**config.mk**
```make
export PLATFORM = sky130hd
export DESIGN_NAME = sreg_serial_port
export DESIGN_NICKNAME = d
export VERILOG_FILES = /design/src/rtl/sreg_pkg.sv /design/src/rtl/sreg_sync.sv /design/src/rtl/sreg_frame_ctl.sv /design/src/rtl/sreg_datapath.sv /design/src/rtl/sreg_serial_port.sv
export SDC_FILE = /design/constraint.sdc
export NUM_CORES = 1
export LEC_CHECK = 0
export BUFFER_PORTS_ARGS = -buffer_cell sky130_fd_sc_hd__buf_2
export CORE_ASPECT_RATIO = 0.5
export CORE_MARGIN = 5
export CORE_UTILIZATION = 50
export DETAILED_ROUTE_END_ITERATION = 16
export PLACE_DENSITY = 0.77
export SETUP_SLACK_MARGIN = 0.1
export SLEW_MARGIN = 20
export SYNTH_ARGS = -nofsm -noshare
export SYNTH_HDL_FRONTEND = slang
export SYNTH_SLANG_ARGS = --single-unit
export TNS_END_PERCENT = 20
```
**constraint.sdc**
```tcl
create_clock -name clk_i -period 4 [get_ports clk_i]
set_input_delay 0.8 -clock clk_i [delete_from_list [all_inputs] [get_ports clk_i]]
set_output_delay 0.8 -clock clk_i [all_outputs]
set_load 0.05 [all_outputs]
```
**src/rtl/sreg_pkg.sv**
```systemverilog
package sreg_pkg;
  typedef enum logic [1:0] {
    XF_CMD  = 2'd0,
    XF_RD   = 2'd1,
    XF_WR   = 2'd2,
    XF_SKIP = 2'd3
  } xfer_mode_e;
endpackage

```
**src/rtl/sreg_sync.sv**
```systemverilog
module sreg_sync #(
  parameter int W      = 1,
  parameter int STAGES = 2
) (
  input  logic         clk_i,
  input  logic         rst_ni,
  input  logic [W-1:0] d_i,
  output logic [W-1:0] q_o
);
  logic [W-1:0] st_q [STAGES];

  always_ff @(posedge clk_i or negedge rst_ni) begin
    if (!rst_ni) st_q[0] <= '0;
    else         st_q[0] <= d_i;
  end

  for (genvar g = 1; g < STAGES; g++) begin : g_stage
    always_ff @(posedge clk_i or negedge rst_ni) begin
      if (!rst_ni) st_q[g] <= '0;
      else         st_q[g] <= st_q[g-1];
    end
  end

  assign q_o = st_q[STAGES-1];
endmodule

```
**src/rtl/sreg_frame_ctl.sv**
```systemverilog
module sreg_frame_ctl import sreg_pkg::*; #(
  parameter int DW         = 8,
  parameter int NREGS      = 8,
  parameter int BURST_CODE = 31,
  parameter int AW         = $clog2(NREGS),
  parameter int CNT_W      = $clog2(DW * (NREGS + 1) + 1)
) (
  input  logic             clk_i,
  input  logic             rst_ni,
  input  logic             en_i,
  input  logic             rise_i,
  input  logic             din_i,
  output xfer_mode_e       mode_o,
  output logic             burst_o,
  output logic [AW-1:0]    addr_o,
  output logic [CNT_W-1:0] cnt_o,
  output logic [CNT_W-1:0] len_o
);
  localparam int SINGLE_LEN = 2 * DW;
  localparam int BURST_LEN  = DW * (NREGS + 1);
  localparam int CMD_FLD    = 6;  // rw bit + 5 address bits

  xfer_mode_e         mode_q;
  logic               burst_q;
  logic [AW-1:0]      addr_q;
  logic [CNT_W-1:0]   cnt_q;
  logic [CMD_FLD-1:0] cmd_sh_q;
  logic [CNT_W-1:0]   len;
  xfer_mode_e         dir_mode;

  assign len      = burst_q ? CNT_W'(BURST_LEN) : CNT_W'(SINGLE_LEN);
  assign dir_mode = cmd_sh_q[0] ? XF_RD : XF_WR;

  always_ff @(posedge clk_i or negedge rst_ni) begin
    if (!rst_ni) begin
      mode_q   <= XF_CMD;
      burst_q  <= 1'b0;
      addr_q   <= '0;
      cnt_q    <= '0;
      cmd_sh_q <= '0;
    end else if (!en_i) begin
      mode_q   <= XF_CMD;
      burst_q  <= 1'b0;
      addr_q   <= '0;
      cnt_q    <= '0;
      cmd_sh_q <= '0;
    end else if (rise_i) begin
      if (mode_q == XF_CMD) begin
        cnt_q <= cnt_q + CNT_W'(1);
        if (cnt_q < CNT_W'(CMD_FLD)) cmd_sh_q <= {din_i, cmd_sh_q[CMD_FLD-1:1]};
        if (cnt_q == CNT_W'(DW - 1)) begin
          if (cmd_sh_q[5:1] == 5'(BURST_CODE)) begin
            burst_q <= 1'b1;
            addr_q  <= '0;
            mode_q  <= dir_mode;
          end else if (cmd_sh_q[5:1] < 5'(NREGS)) begin
            addr_q <= cmd_sh_q[AW:1];
            mode_q <= dir_mode;
          end else begin
            mode_q <= XF_SKIP;
          end
        end
      end else if (mode_q != XF_SKIP && cnt_q < len) begin
        cnt_q <= cnt_q + CNT_W'(1);
      end
    end
  end

  assign mode_o  = mode_q;
  assign burst_o = burst_q;
  assign addr_o  = addr_q;
  assign cnt_o   = cnt_q;
  assign len_o   = len;


  cnt_bound_chk: assert property (@(posedge clk_i) disable iff (!rst_ni)
    cnt_q <= CNT_W'(BURST_LEN));


  cnt_step_chk: assert property (@(posedge clk_i) disable iff (!rst_ni)
    (cnt_q != $past(cnt_q)) |-> (cnt_q == $past(cnt_q) + CNT_W'(1)) || (cnt_q == '0));


  skip_cnt_chk: assert property (@(posedge clk_i) disable iff (!rst_ni)
    (mode_q == XF_SKIP) |-> cnt_q == CNT_W'(DW));
endmodule

```
**src/rtl/sreg_datapath.sv**
```systemverilog
module sreg_datapath import sreg_pkg::*; #(
  parameter int DW      = 8,
  parameter int NREGS   = 8,
  parameter int WP_ADDR = 7,
  parameter int AW      = $clog2(NREGS),
  parameter int CNT_W   = $clog2(DW * (NREGS + 1) + 1)
) (
  input  logic             clk_i,
  input  logic             rst_ni,
  input  logic             en_i,
  input  logic             rise_i,
  input  logic             fall_i,
  input  logic             din_i,
  input  xfer_mode_e       mode_i,
  input  logic             burst_i,
  input  logic [AW-1:0]    addr_i,
  input  logic [CNT_W-1:0] cnt_i,
  input  logic [CNT_W-1:0] len_i,
  input  logic             wp_i,
  input  logic [DW-1:0]    rdata_i,
  output logic             we_o,
  output logic [AW-1:0]    waddr_o,
  output logic [DW-1:0]    wdata_o,
  output logic             re_o,
  output logic [AW-1:0]    raddr_o,
  output logic             dout_o,
  output logic             oe_o
);
  localparam int BP_W = $clog2(DW);

  logic [CNT_W-1:0] data_cnt;
  logic [BP_W-1:0]  bit_pos;
  logic [AW-1:0]    cur_addr;
  logic             in_data, wr_bit, byte_done, wr_ok, rd_fall, rd_end;
  logic [DW-1:0]    rx_word;
  logic [DW-2:0]    rx_sh_q, tx_sh_q;
  logic             we_q, oe_q, dout_q;
  logic [AW-1:0]    waddr_q;
  logic [DW-1:0]    wdata_q;

  assign data_cnt = cnt_i - CNT_W'(DW);
  assign bit_pos  = data_cnt[BP_W-1:0];
  assign cur_addr = burst_i ? AW'(data_cnt >> BP_W) : addr_i;
  assign in_data  = (cnt_i >= CNT_W'(DW)) && (cnt_i < len_i);

  // write path: bits arrive on rising edges
  assign wr_bit    = en_i && rise_i && (mode_i == XF_WR) && in_data;
  assign rx_word   = {din_i, rx_sh_q};
  assign byte_done = wr_bit && (bit_pos == BP_W'(DW - 1));
  // protected register: burst never writes it, single write always does
  assign wr_ok     = (cur_addr == AW'(WP_ADDR)) ? !burst_i : !wp_i;

  always_ff @(posedge clk_i or negedge rst_ni) begin
    if (!rst_ni) begin
      rx_sh_q <= '0;
      we_q    <= 1'b0;
      waddr_q <= '0;
      wdata_q <= '0;
    end else begin
      we_q <= byte_done && wr_ok;
      if (wr_bit) rx_sh_q <= rx_word[DW-1:1];
      if (byte_done) begin
        waddr_q <= cur_addr;
        wdata_q <= rx_word;
      end
    end
  end

  // read path: bits leave on falling edges
  assign rd_fall = en_i && fall_i && (mode_i == XF_RD) && in_data;
  assign rd_end  = en_i && fall_i && (mode_i == XF_RD) && (cnt_i == len_i);
  assign re_o    = rd_fall && (bit_pos == '0);
  assign raddr_o = cur_addr;

  always_ff @(posedge clk_i or negedge rst_ni) begin
    if (!rst_ni) begin
      oe_q    <= 1'b0;
      dout_q  <= 1'b0;
      tx_sh_q <= '0;
    end else if (!en_i) begin
      oe_q    <= 1'b0;
      dout_q  <= 1'b0;
      tx_sh_q <= '0;
    end else if (rd_fall) begin
      oe_q <= 1'b1;
      if (bit_pos == '0) begin
        dout_q  <= rdata_i[0];
        tx_sh_q <= rdata_i[DW-1:1];
      end else begin
        dout_q  <= tx_sh_q[0];
        tx_sh_q <= tx_sh_q >> 1;
      end
    end else if (rd_end) begin
      oe_q <= 1'b0;
    end
  end

  assign we_o    = we_q;
  assign waddr_o = waddr_q;
  assign wdata_o = wdata_q;
  assign dout_o  = dout_q;
  assign oe_o    = oe_q;


  wp_gate_chk: assert property (@(posedge clk_i) disable iff (!rst_ni)
    (we_q && waddr_q != AW'(WP_ADDR)) |-> !$past(wp_i));


  burst_wp_chk: assert property (@(posedge clk_i) disable iff (!rst_ni)
    (we_q && waddr_q == AW'(WP_ADDR)) |-> !$past(burst_i));


  oe_phase_chk: assert property (@(posedge clk_i) disable iff (!rst_ni)
    $rose(oe_q) |-> ($past(mode_i) == XF_RD) && ($past(cnt_i) >= CNT_W'(DW)));


  re_mode_chk: assert property (@(posedge clk_i) disable iff (!rst_ni)
    re_o |-> !we_q && en_i);
endmodule

```
**src/rtl/sreg_serial_port.sv**
```systemverilog
module sreg_serial_port import sreg_pkg::*; #(
  parameter int DW          = 8,
  parameter int NREGS       = 8,
  parameter int BURST_CODE  = 31,
  parameter int WP_ADDR     = 7,
  parameter int SYNC_STAGES = 2,
  parameter int AW          = $clog2(NREGS)
) (
  input  logic          clk_i,
  input  logic          rst_ni,
  input  logic          ce_i,
  input  logic          sclk_i,
  input  logic          sdio_i,
  output logic          sdio_o,
  output logic          sdio_oe_o,
  input  logic          wp_i,
  output logic          reg_we_o,
  output logic [AW-1:0] reg_waddr_o,
  output logic [DW-1:0] reg_wdata_o,
  output logic          reg_re_o,
  output logic [AW-1:0] reg_raddr_o,
  input  logic [DW-1:0] reg_rdata_i
);
  localparam int CNT_W = $clog2(DW * (NREGS + 1) + 1);

  logic [2:0]       sync_q;
  logic             ce_s, sclk_s, din_s, sclk_d_q, rise, fall;
  xfer_mode_e       mode;
  logic             burst, oe;
  logic [AW-1:0]    addr;
  logic [CNT_W-1:0] cnt, len;

  sreg_sync #(.W(3), .STAGES(SYNC_STAGES)) u_sync (
    .clk_i (clk_i),
    .rst_ni(rst_ni),
    .d_i   ({ce_i, sclk_i, sdio_i}),
    .q_o   (sync_q)
  );
  assign {ce_s, sclk_s, din_s} = sync_q;

  always_ff @(posedge clk_i or negedge rst_ni) begin
    if (!rst_ni) sclk_d_q <= 1'b0;
    else         sclk_d_q <= sclk_s;
  end
  assign rise = sclk_s && !sclk_d_q;
  assign fall = !sclk_s && sclk_d_q;

  sreg_frame_ctl #(.DW(DW), .NREGS(NREGS), .BURST_CODE(BURST_CODE), .AW(AW), .CNT_W(CNT_W)) u_ctl (
    .clk_i  (clk_i),
    .rst_ni (rst_ni),
    .en_i   (ce_s),
    .rise_i (rise),
    .din_i  (din_s),
    .mode_o (mode),
    .burst_o(burst),
    .addr_o (addr),
    .cnt_o  (cnt),
    .len_o  (len)
  );

  sreg_datapath #(.DW(DW), .NREGS(NREGS), .WP_ADDR(WP_ADDR), .AW(AW), .CNT_W(CNT_W)) u_dp (
    .clk_i  (clk_i),
    .rst_ni (rst_ni),
    .en_i   (ce_s),
    .rise_i (rise),
    .fall_i (fall),
    .din_i  (din_s),
    .mode_i (mode),
    .burst_i(burst),
    .addr_i (addr),
    .cnt_i  (cnt),
    .len_i  (len),
    .wp_i   (wp_i),
    .rdata_i(reg_rdata_i),
    .we_o   (reg_we_o),
    .waddr_o(reg_waddr_o),
    .wdata_o(reg_wdata_o),
    .re_o   (reg_re_o),
    .raddr_o(reg_raddr_o),
    .dout_o (sdio_o),
    .oe_o   (oe)
  );

  // raw enable gates the driver so release does not wait for the synchronizer
  assign sdio_oe_o = oe && ce_i;


  oe_ce_chk: assert property (@(posedge clk_i) disable iff (!rst_ni)
    (oe && !$past(ce_s)) |-> $past(oe));
endmodule

```
## Word level (Yosys, flattened, before mapping)

Cells that the tools add are included.

- Equal/unequal tests: 17
- Mux-type cells: 38
- Reductions and logical operators: 26
- Add/sub/neg operators: 2
- $lt $le $gt $ge: 4

Operators by type and width:

| kind | number |
|---|---|
| $mux W7 | 8 |
| $mux W6 | 4 |
| $mux W3 | 7 |
| $logic_and A1 B1 Y1 | 15 |
| $mux W2 | 7 |
| $mux W1 | 12 |
| $ne A2 B1 Y1 const B | 6 |
| $ne A3 B1 Y1 const B | 3 |
| $reduce_and A4 Y1 | 2 |
| $add A7 B1 Y7 const B | 1 |
| $eq A7 B3 Y1 const B | 1 |
| $eq A7 B7 Y1 | 1 |
| $ge A7 B4 Y1 const B | 1 |
| $lt A7 B3 Y1 const B | 1 |
| $lt A7 B7 Y1 | 1 |
| $eq A3 B3 Y1 const B | 2 |
| $reduce_and A3 Y1 | 2 |
| $sub A6 B4 Y6 const B | 1 |
| $eq A5 B5 Y1 const B | 1 |
| $lt A5 B4 Y1 const B | 1 |
| $logic_not A1 Y1 | 4 |
| $logic_not A3 Y1 | 1 |
| $eq A2 B1 Y1 const B | 1 |
| $eq A2 B2 Y1 const B | 1 |
| 3 further kinds | 3 |

- Input bits: 14
- Output and inout bits: 18
- Logic and storage cells: 102
- Flip-flop bits (word level): 54

## Longest topological paths before layout

Gate-level depths: netlist (run 1).

- Depth in word-level cells: 8
- Mapped depth: 8
- Mapped depth without buffers: 7

## Cells and area by module

A second synthesis (run 1) with hierarchy kept.

- Cells, all modules: 258
- Area total of the unflattened synthesis: 2840.2 µm²

By module, submodules not included:

| module | area each (µm²) | times used | cells each | seq. area each (µm²) |
|---|---|---|---|---|
| sreg_datapath | 1506.4 | 1 | 123 | 700.7 |
| sreg_frame_ctl | 1114.8 | 1 | 122 | 475.5 |
| sreg_sync | 172.7 | 1 | 9 | 150.1 |
| sreg_serial_port | 46.3 | 1 | 4 | 25.0 |

## Least setup slack after synthesis (run 1)

Ideal clock, no wire load.

- Path type: register -> output
- From: reg u_ctl.burst_q, in the netlist u_ctl.burst_o
- To: out reg_re_o
- Buffers on the path: 0
- Required time: 3.200 ns
- Arrival: 2.046 ns
- Setup slack: 1.154 ns
- Stages on the path, launching flop included: 6
- Cells stage by stage: dfrtp_1 ha_1 nor2b_1 o31ai_2 nor4b_2 and2_1

- Longest elaborated chain between the ends: 5

RTL lines:

| item | RTL line | RTL |
|---|---|---|
| start: declaration | sreg_frame_ctl.sv:24 | `logic burst_q;` |
| start signal: assignment | sreg_frame_ctl.sv:37 | `burst_q <= 1'b0;` |
| start signal: assignment | sreg_frame_ctl.sv:43 | `burst_q <= 1'b0;` |
| start signal: assignment | sreg_frame_ctl.sv:53 | `burst_q <= 1'b1;` |
| $mux W7 | sreg_frame_ctl.sv:31 | `assign len = burst_q ? CNT_W'(BURST_LEN) : CNT_W'(SINGLE_LEN);` |
| $lt A7 B7 Y1 | sreg_datapath.sv:44 | `assign in_data = (cnt_i >= CNT_W'(DW)) && (cnt_i < len_i);` |
| $logic_and A1 B1 Y1 | sreg_datapath.sv:44 |  |
| $logic_and A1 B1 Y1 | sreg_datapath.sv:70 | `assign rd_fall = en_i && fall_i && (mode_i == XF_RD) && in_data;` |
| $logic_and A1 B1 Y1 | sreg_datapath.sv:72 | `assign re_o = rd_fall && (bit_pos == '0);` |
| end: declaration | sreg_serial_port.sv:20 | `output logic reg_re_o,` |

No other way between the ends.

## Worst setup path after layout (run 1)

Ends and elaborated chain as after synthesis.

==> impl_summary.log, run 1 <==
INFO  metric drc = 0
INFO  metric die_w = 112.4 µm
INFO  metric clock_latency = 310 ps
INFO  metric timing.final.crit_share = 0.8166
INFO  metric critical_path_peak_fanout = 18
INFO  metric cp-end-kind = output pin
INFO  metric max_stage_delay = 480 ps
INFO  metric placementRows = 18
INFO  metric htree_levels = 2
INFO  metric synth.yosys.warnings = 0
INFO  metric drv_cap = 0
INFO  metric syn-mean-instance-area = 11.97 µm²
INFO  metric crit_path_cell_trace = ha_1 -> nor2b_1 -> o31ai_2 -> nor4b_2 -> buf_4 -> and2_1 -> buf_2
INFO  metric finalCriticalPeriod = 3266 ps
INFO  metric postSynthNetCount = 242
INFO  metric layout.cells.most_common = dfrtp_1
INFO  metric slew_at_the_pin_closest_to_its_max_slew_limit = 618.2 ps
INFO  metric final_hold_viol_count = 0
INFO  metric grt_overflow_total = 0
INFO  metric antenna_found_initial = 0
INFO  metric worst-path-buf-inv = 2
INFO  metric synth.cell_area = 2621 µm²
INFO  metric clk_transition_reported_paths = 100 ps
INFO  metric synth.yosys.seq_area_share = 0.5155
INFO  metric portBuffers = 31
INFO  metric utilization_of_the_core_after_routing = 0.5888
INFO  metric dieArea = 6879 µm²
INFO  metric cts_post_setup_buffers_inserted = 0
INFO  metric setup_viol = 0
INFO  metric ctsLongestPathBuffers = 2
INFO  metric synth.ff_latch_count = 54
INFO  metric fmax = 306.1 MHz
INFO  metric total_leakage_power = 1.407 nW
INFO  metric crit_family = simple AND/OR/NAND/NOR gates
INFO  metric die_h = 61.20 µm
INFO  metric drt_iter0_drc = 86
INFO  metric rsz0062_at_grt = no
INFO  metric edff_count_synth = 0
INFO  metric cts_num_sinks = 54
INFO  metric asyncSetResetFlopFracSynth = 1.000
INFO  metric ctsHoldBuffers = 0
INFO  metric top_level_ports = 32
INFO  metric layout-area-overhead-vs-synth = 12.31%
INFO  metric final_max_slew_viol_count = 0
INFO  metric status = finished clean
INFO  metric vdd.ir_drop.worst = 0.0001670 V
INFO  metric routed_wirelength = 4772 µm
INFO  metric timing.critical_path.from_type = register
INFO  metric synthesis.instances = 219
INFO  metric holdCritPathClass = register to register
INFO  metric total_via_count_after_detailed_routing = 1718
INFO  metric setup.worst_path.class = register to output pin
INFO  metric postSynth.topFlopCell = dfrtp_1
INFO  metric drt_first_pass_iters = 4
INFO  metric layout-drive-gt1-share = 0.3031
INFO  metric grt_first_pass_wirelength = 8252 µm
INFO  metric max_slew_margin = 0.5861
INFO  metric cts_buffers = 5
INFO  metric cts_tree = done
INFO  metric finish.net_count = 276
INFO  metric grt.total_usage = 0.1529
INFO  metric detailed_place_hpwl = 3368 µm
INFO  metric cp_slowest_cell = dfrtp_1
INFO  metric filler_cell_count = 449
INFO  metric layout_common_cells = dfrtp_1, buf_2, nand2_1
INFO  metric areal_power_density_over_the_cells = 317.5 nW/µm²
INFO  metric vias_per_cell = 5.302
INFO  metric first_global_vias = 1749
INFO  metric gp_congestion = 0.9019
INFO  metric netlist-cell-type-count = 43
INFO  metric diodes = 0
INFO  metric grt_start_max_net_pins = 34
INFO  metric core_area = 5000 µm²
INFO  metric timing.setup.tns = 0 ps
INFO  metric post_cts_resize_count = 0
INFO  metric routed_wire_length_per_instance = 14.73 µm
INFO  metric starting_utilization_of_the_core_area = 0.5243
INFO  metric skew = 11.52 ps
INFO  metric worst_ep_arrival_time = 2470 ps
INFO  metric final_antenna_net_count = 0
INFO  metric clock-root-buffer = clkbuf_8
INFO  metric required = 3200 ps
-- stage by stage --
| step | setup slack (ps) | area [µm²] | instances | power, W | hold slack (ps) |
|---|---|---|---|---|---|
| finish | 733.6 | 2944 | 324 | 0.0009346 | 356.5 |
| global route | 605.0 | 2944 | 324 | 0.0009776 | 367.2 |
| CTS | 723.0 | 2944 | 324 | 0.0009480 | 359.8 |
| detailed placement | 1141 | 2845 | 316 | 0.0006209 | 336.3 |
| global placement | 1167 | 2845 | 316 | 0.0006190 | 335.8 |
| floorplan | 1154 | 2621 | 219 | 0.0005956 | 331.2 |
-- cell usage after synthesis (3+ instances only) --
| master | n | share of area |
|---|---|---|
| nand2_1 | 26 | 0.037 |
| mux2_4 | 9 | 0.052 |
| o21ai_0 | 9 | 0.017 |
| dfrtp_1 | 54 | 0.52 |
| inv_1 | 8 | 0.011 |
| nor2b_1 | 12 | 0.029 |
| nor2_1 | 5 | 0.0072 |
| mux2_2 | 17 | 0.073 |
| nand4_1 | 6 | 0.014 |
| mux2i_1 | 10 | 0.038 |
| o21a_1 | 4 | 0.011 |
| a21oi_1 | 9 | 0.017 |
| a22oi_1 | 3 | 0.0086 |
| ha_1 | 9 | 0.043 |
| clkbuf_1 | 4 | 0.0057 |
-- where the power goes --
group | switching (W) | leakage (nW) | internal, W | total [W]
logic | 0.0000287 | 0.622 | 0.0000229 | 0.0000517
registers | 0.00000636 | 0.737 | 0.000551 | 0.000557
clock network | 0.000183 | 0.0478 | 0.000143 | 0.000326
-- kinds of logic (layout without fill, tap and decap cells) --
group / Yosys count / count (layout) / share of synthesized area
AO/OA/AOI/OAI: 33 / 33 / 0.08735
XOR/XNOR: 1 / 1 / 0.003342
multiplexers: 36 / 36 / 0.1628
AND/OR/NAND/NOR: 70 / 70 / 0.1580
adder cells (fa/ha/maj): 9 / 9 / 0.04296
buffers and inverters: 16 / 51 / 0.03007
flip-flops: 54 / 54 / 0.5155
-- cell type report --
class,instances,area [µm²],share of cell area
clock inverter,2,16.27,0.005525
sequential,54,1351,0.4590
multi-input combinational,149,1191,0.4046
timing repair buffer,35,185.2,0.06290
tap,70,87.58,0.02975
inverter,8,30.03,0.01020
clock buffer,6,82.58,0.02805
-- layer usage --
layer	vias to the layer above	routed length, µm	global-route usage
met5	-	0	0
met4	0	64	0.05308
met3	9	201	0.03729
met2	35	2241	0.2616
met1	835	2264	0.1970
li1	839	-	-
-- state kept, by name, summed over array words and instances (netlist names) --
register and count:
u_ctl.burst_o 1, u_dp.dout_o 1, sclk_d_q 1, u_dp.tx_sh_q 7, u_ctl.mode_o 2, u_sync.st_q 3
u_dp.waddr_o 3, u_ctl.addr_o 3, u_dp.wdata_o 8, u_sync.q_o 3, u_ctl.cmd_sh_q 6, u_dp.rx_sh_q 7
u_dp.we_o 1, u_dp.oe_o 1, u_ctl.cnt_o 7
-- path summary, 6_finish.rpt --
kind                                                start                          end  slack [ps]  cells past startpoint
worst max register to register  u_ctl.burst_o$_DFFE_PN0P_  u_dp.waddr_o[0]$_DFFE_PN0P_        1290                      6
min in group asynchronous                          rst_ni   u_ctl.cnt_o[6]$_DFFE_PN0P_         440                      1
worst min-delay path             u_sync.st_q[4]$_DFF_PN0_      u_sync.q_o[1]$_DFF_PN0_         360                      0
worst min register to register   u_sync.st_q[4]$_DFF_PN0_      u_sync.q_o[1]$_DFF_PN0_         360                      0
worst max-delay path            u_ctl.burst_o$_DFFE_PN0P_                     reg_re_o         730                      7
max in group asynchronous                          rst_ni  u_dp.rx_sh_q[2]$_DFFE_PN0P_        2780                      2
Note: power is estimated with default switching activity, not from simulation.
==> run 2: changes to the inputs <==
PLACE_DENSITY = 0.8   (was 0.77)
clock period = 2.8 ns   (was 4 ns; I/O delays follow)
==> run 2 against run 1 <==
Clock skew decreased by 0.70 ps; hold slack got worse by 4.4 ps; combinational power increased by 43%; worst setup slack got worse by 560 ps; die area unchanged; core utilization increased by 1.4 points; global-route usage increased by 0.26 points; count of clock-buffer cells in the layout decreased by 1; register-to-register slack got worse by 880 ps; via count increased by 2.6%; power increased by 38%; largest power group unchanged; highest routed layer unchanged.
==> impl_summary.log, run 2 (same netlist as run 1, synthesis figures left out) <==
INFO  metric status = finished clean
INFO  metric grt_first_pass_wirelength = 8445 µm
INFO  metric diodes = 0
INFO  metric htree_levels = 2
INFO  metric dieArea = 6879 µm²
INFO  metric utilization_of_the_core_after_routing = 0.6024
INFO  metric drv_cap = 0
INFO  metric clock_latency = 310 ps
INFO  metric final_antenna_net_count = 0
INFO  metric cts_tree = done
INFO  metric multi_input_area = 1217 µm²
INFO  metric grt_overflow_total = 0
INFO  metric ctsHoldBuffers = 0
INFO  metric timing.final.crit_share = 0.9392
INFO  metric final_hold_viol_count = 0
INFO  metric vias_per_cell = 5.359
INFO  metric grt_start_max_net_pins = 55
INFO  metric top_level_ports = 32
INFO  metric hold_ws = 352.1 ps
INFO  metric die_w = 112.4 µm
INFO  metric timing.setup.tns = 0 ps
INFO  metric worst-r2r-cell-count = 9
INFO  metric rsz0062_at_grt = no
INFO  metric ctsLongestPathBuffers = 2
INFO  metric setup_viol = 0
INFO  metric layout_common_cells = dfrtp_1, buf_2, nand2_1
INFO  metric holdCritPathClass = input port to register
INFO  metric largest_register_ff_count = 8
INFO  metric critical_path_peak_fanout = 6
INFO  metric cp_num_cells = 8
INFO  metric timing.critical_path.from_type = register
INFO  metric seq_area = 1354 µm²
INFO  metric crit_path_cell_trace = buf_4 -> inv_1 -> ha_2 -> inv_1 -> a2111oi_4 -> nor4b_4 -> and2_4 -> buf_8
INFO  metric finalCriticalPeriod = 2630 ps
INFO  metric dpl_cell_area = 2860 µm²
INFO  metric final_non_filler_cell_area = 3012 µm²
INFO  metric required = 2240 ps
INFO  metric total_via_count_after_detailed_routing = 1763
INFO  metric drt_first_pass_iters = 4
INFO  metric drc = 0
INFO  metric worst_hold_path.num_cells = 1
INFO  metric routed_wire_length_per_instance = 15.28 µm
INFO  metric drt_iter0_drc = 67
INFO  metric cts_num_sinks = 54
INFO  metric max_slew_margin = 0.5406
INFO  metric clock-root-buffer = clkbuf_8
INFO  metric total_leakage_power = 1.435 nW
INFO  metric worst-path-buf-inv = 4
INFO  metric fmax = 380.3 MHz
INFO  metric cp_slowest_cell = dfrtp_2
INFO  metric max_stage_delay = 470 ps
INFO  metric layout-area-overhead-vs-synth = 14.89%
INFO  metric starting_utilization_of_the_core_area = 0.5243
INFO  metric cts_buffers = 5
INFO  metric layout.cells.most_common = dfrtp_1
INFO  metric crit_family = flip-flops
INFO  metric worst_ep_arrival_time = 2070 ps
INFO  metric cp-end-kind = output pin
INFO  metric vdd.ir_drop.worst = 0.0002300 V
INFO  metric antenna_found_initial = 0
INFO  metric areal_power_density_over_the_cells = 429.7 nW/µm²
INFO  metric final_max_slew_viol_count = 0
INFO  metric setup.worst_path.class = register to output pin
INFO  metric filler_cell_count = 432
INFO  metric die_h = 61.20 µm
INFO  metric clk_transition_reported_paths = 90 ps
INFO  metric skew = 10.82 ps
INFO  metric routed_wirelength = 5027 µm
INFO  metric slew_at_the_pin_closest_to_its_max_slew_limit = 689.1 ps
INFO  metric worst_path_most_repeated_cell = inv_1
INFO  metric placementRows = 18
INFO  metric first_global_vias = 1776
INFO  metric gp_congestion = 0.8611
INFO  metric finish.net_count = 282
INFO  metric grt.total_usage = 0.1555
INFO  metric portBuffers = 31
INFO  metric layout-drive-gt1-share = 0.3359
INFO  metric core_area = 5000 µm²
INFO  metric detailed_place_hpwl = 3485 µm
INFO  metric finalPower = 0.001294 W
## run 2: power breakdown
group / switching [W] / internal, W / leakage, nW / total, W
Clock: 0.000250 / 0.000173 / 0.0444 / 0.000424
Combinational: 0.0000411 / 0.0000327 / 0.657 / 0.0000739
Sequential: 0.00000986 / 0.000787 / 0.734 / 0.000797
Total: 0.000301 / 0.000993 / 1.44 / 0.00129
## run 2: per-layer routing
metal,track usage,vias up,routed length (µm)
li1,-,854,-
met1,0.2001,853,2408
met2,0.2599,47,2305
met3,0.04318,9,248
met4,0.05822,0,64
met5,0,-,0
## run 2: worst paths after layout
kind                                       startpoint                           to  slack [ps]
setup / recovery           u_ctl.cnt_o[4]$_DFFE_PN0P_                     reg_re_o         170
hold / removal                                 sdio_i     u_sync.st_q[3]$_DFF_PN0_         350
setup reg to reg            u_ctl.burst_o$_DFFE_PN0P_  u_dp.waddr_o[0]$_DFFE_PN0P_         410
hold reg to reg              u_sync.st_q[3]$_DFF_PN0_      u_sync.q_o[0]$_DFF_PN0_         360
max in group asynchronous                      rst_ni   u_ctl.cnt_o[3]$_DFFE_PN0P_        1950
min in group asynchronous                      rst_ni  u_dp.tx_sh_q[2]$_DFFE_PN0P_         370
## run 2: layout make-up
type | instances | share of cell area
clock buffers | 5 | 0.02285
clock inverters | 2 | 0.004570
inverters | 8 | 0.009971
multi-input cells | 149 | 0.4042
flip-flops and latches | 54 | 0.4495
well taps | 70 | 0.02908
repair buffers | 41 | 0.07977
## run 2: metrics by stage
step | setup WS [ps] | cells
global route | 65.28 | 329
detailed placement | 260.0 | 318
CTS | 101.1 | 326
global placement | 364.0 | 318
finish | 170.2 | 329
floorplan | 194.0 | 219
## run 2: timing repair
action,in CTS,in global routing
cloned,0,0
resized for setup,2,7
buffers inserted,1,3
endpoints found under the hold margin,0,0
endpoints found under the setup margin,1,1
pin swaps,1,3
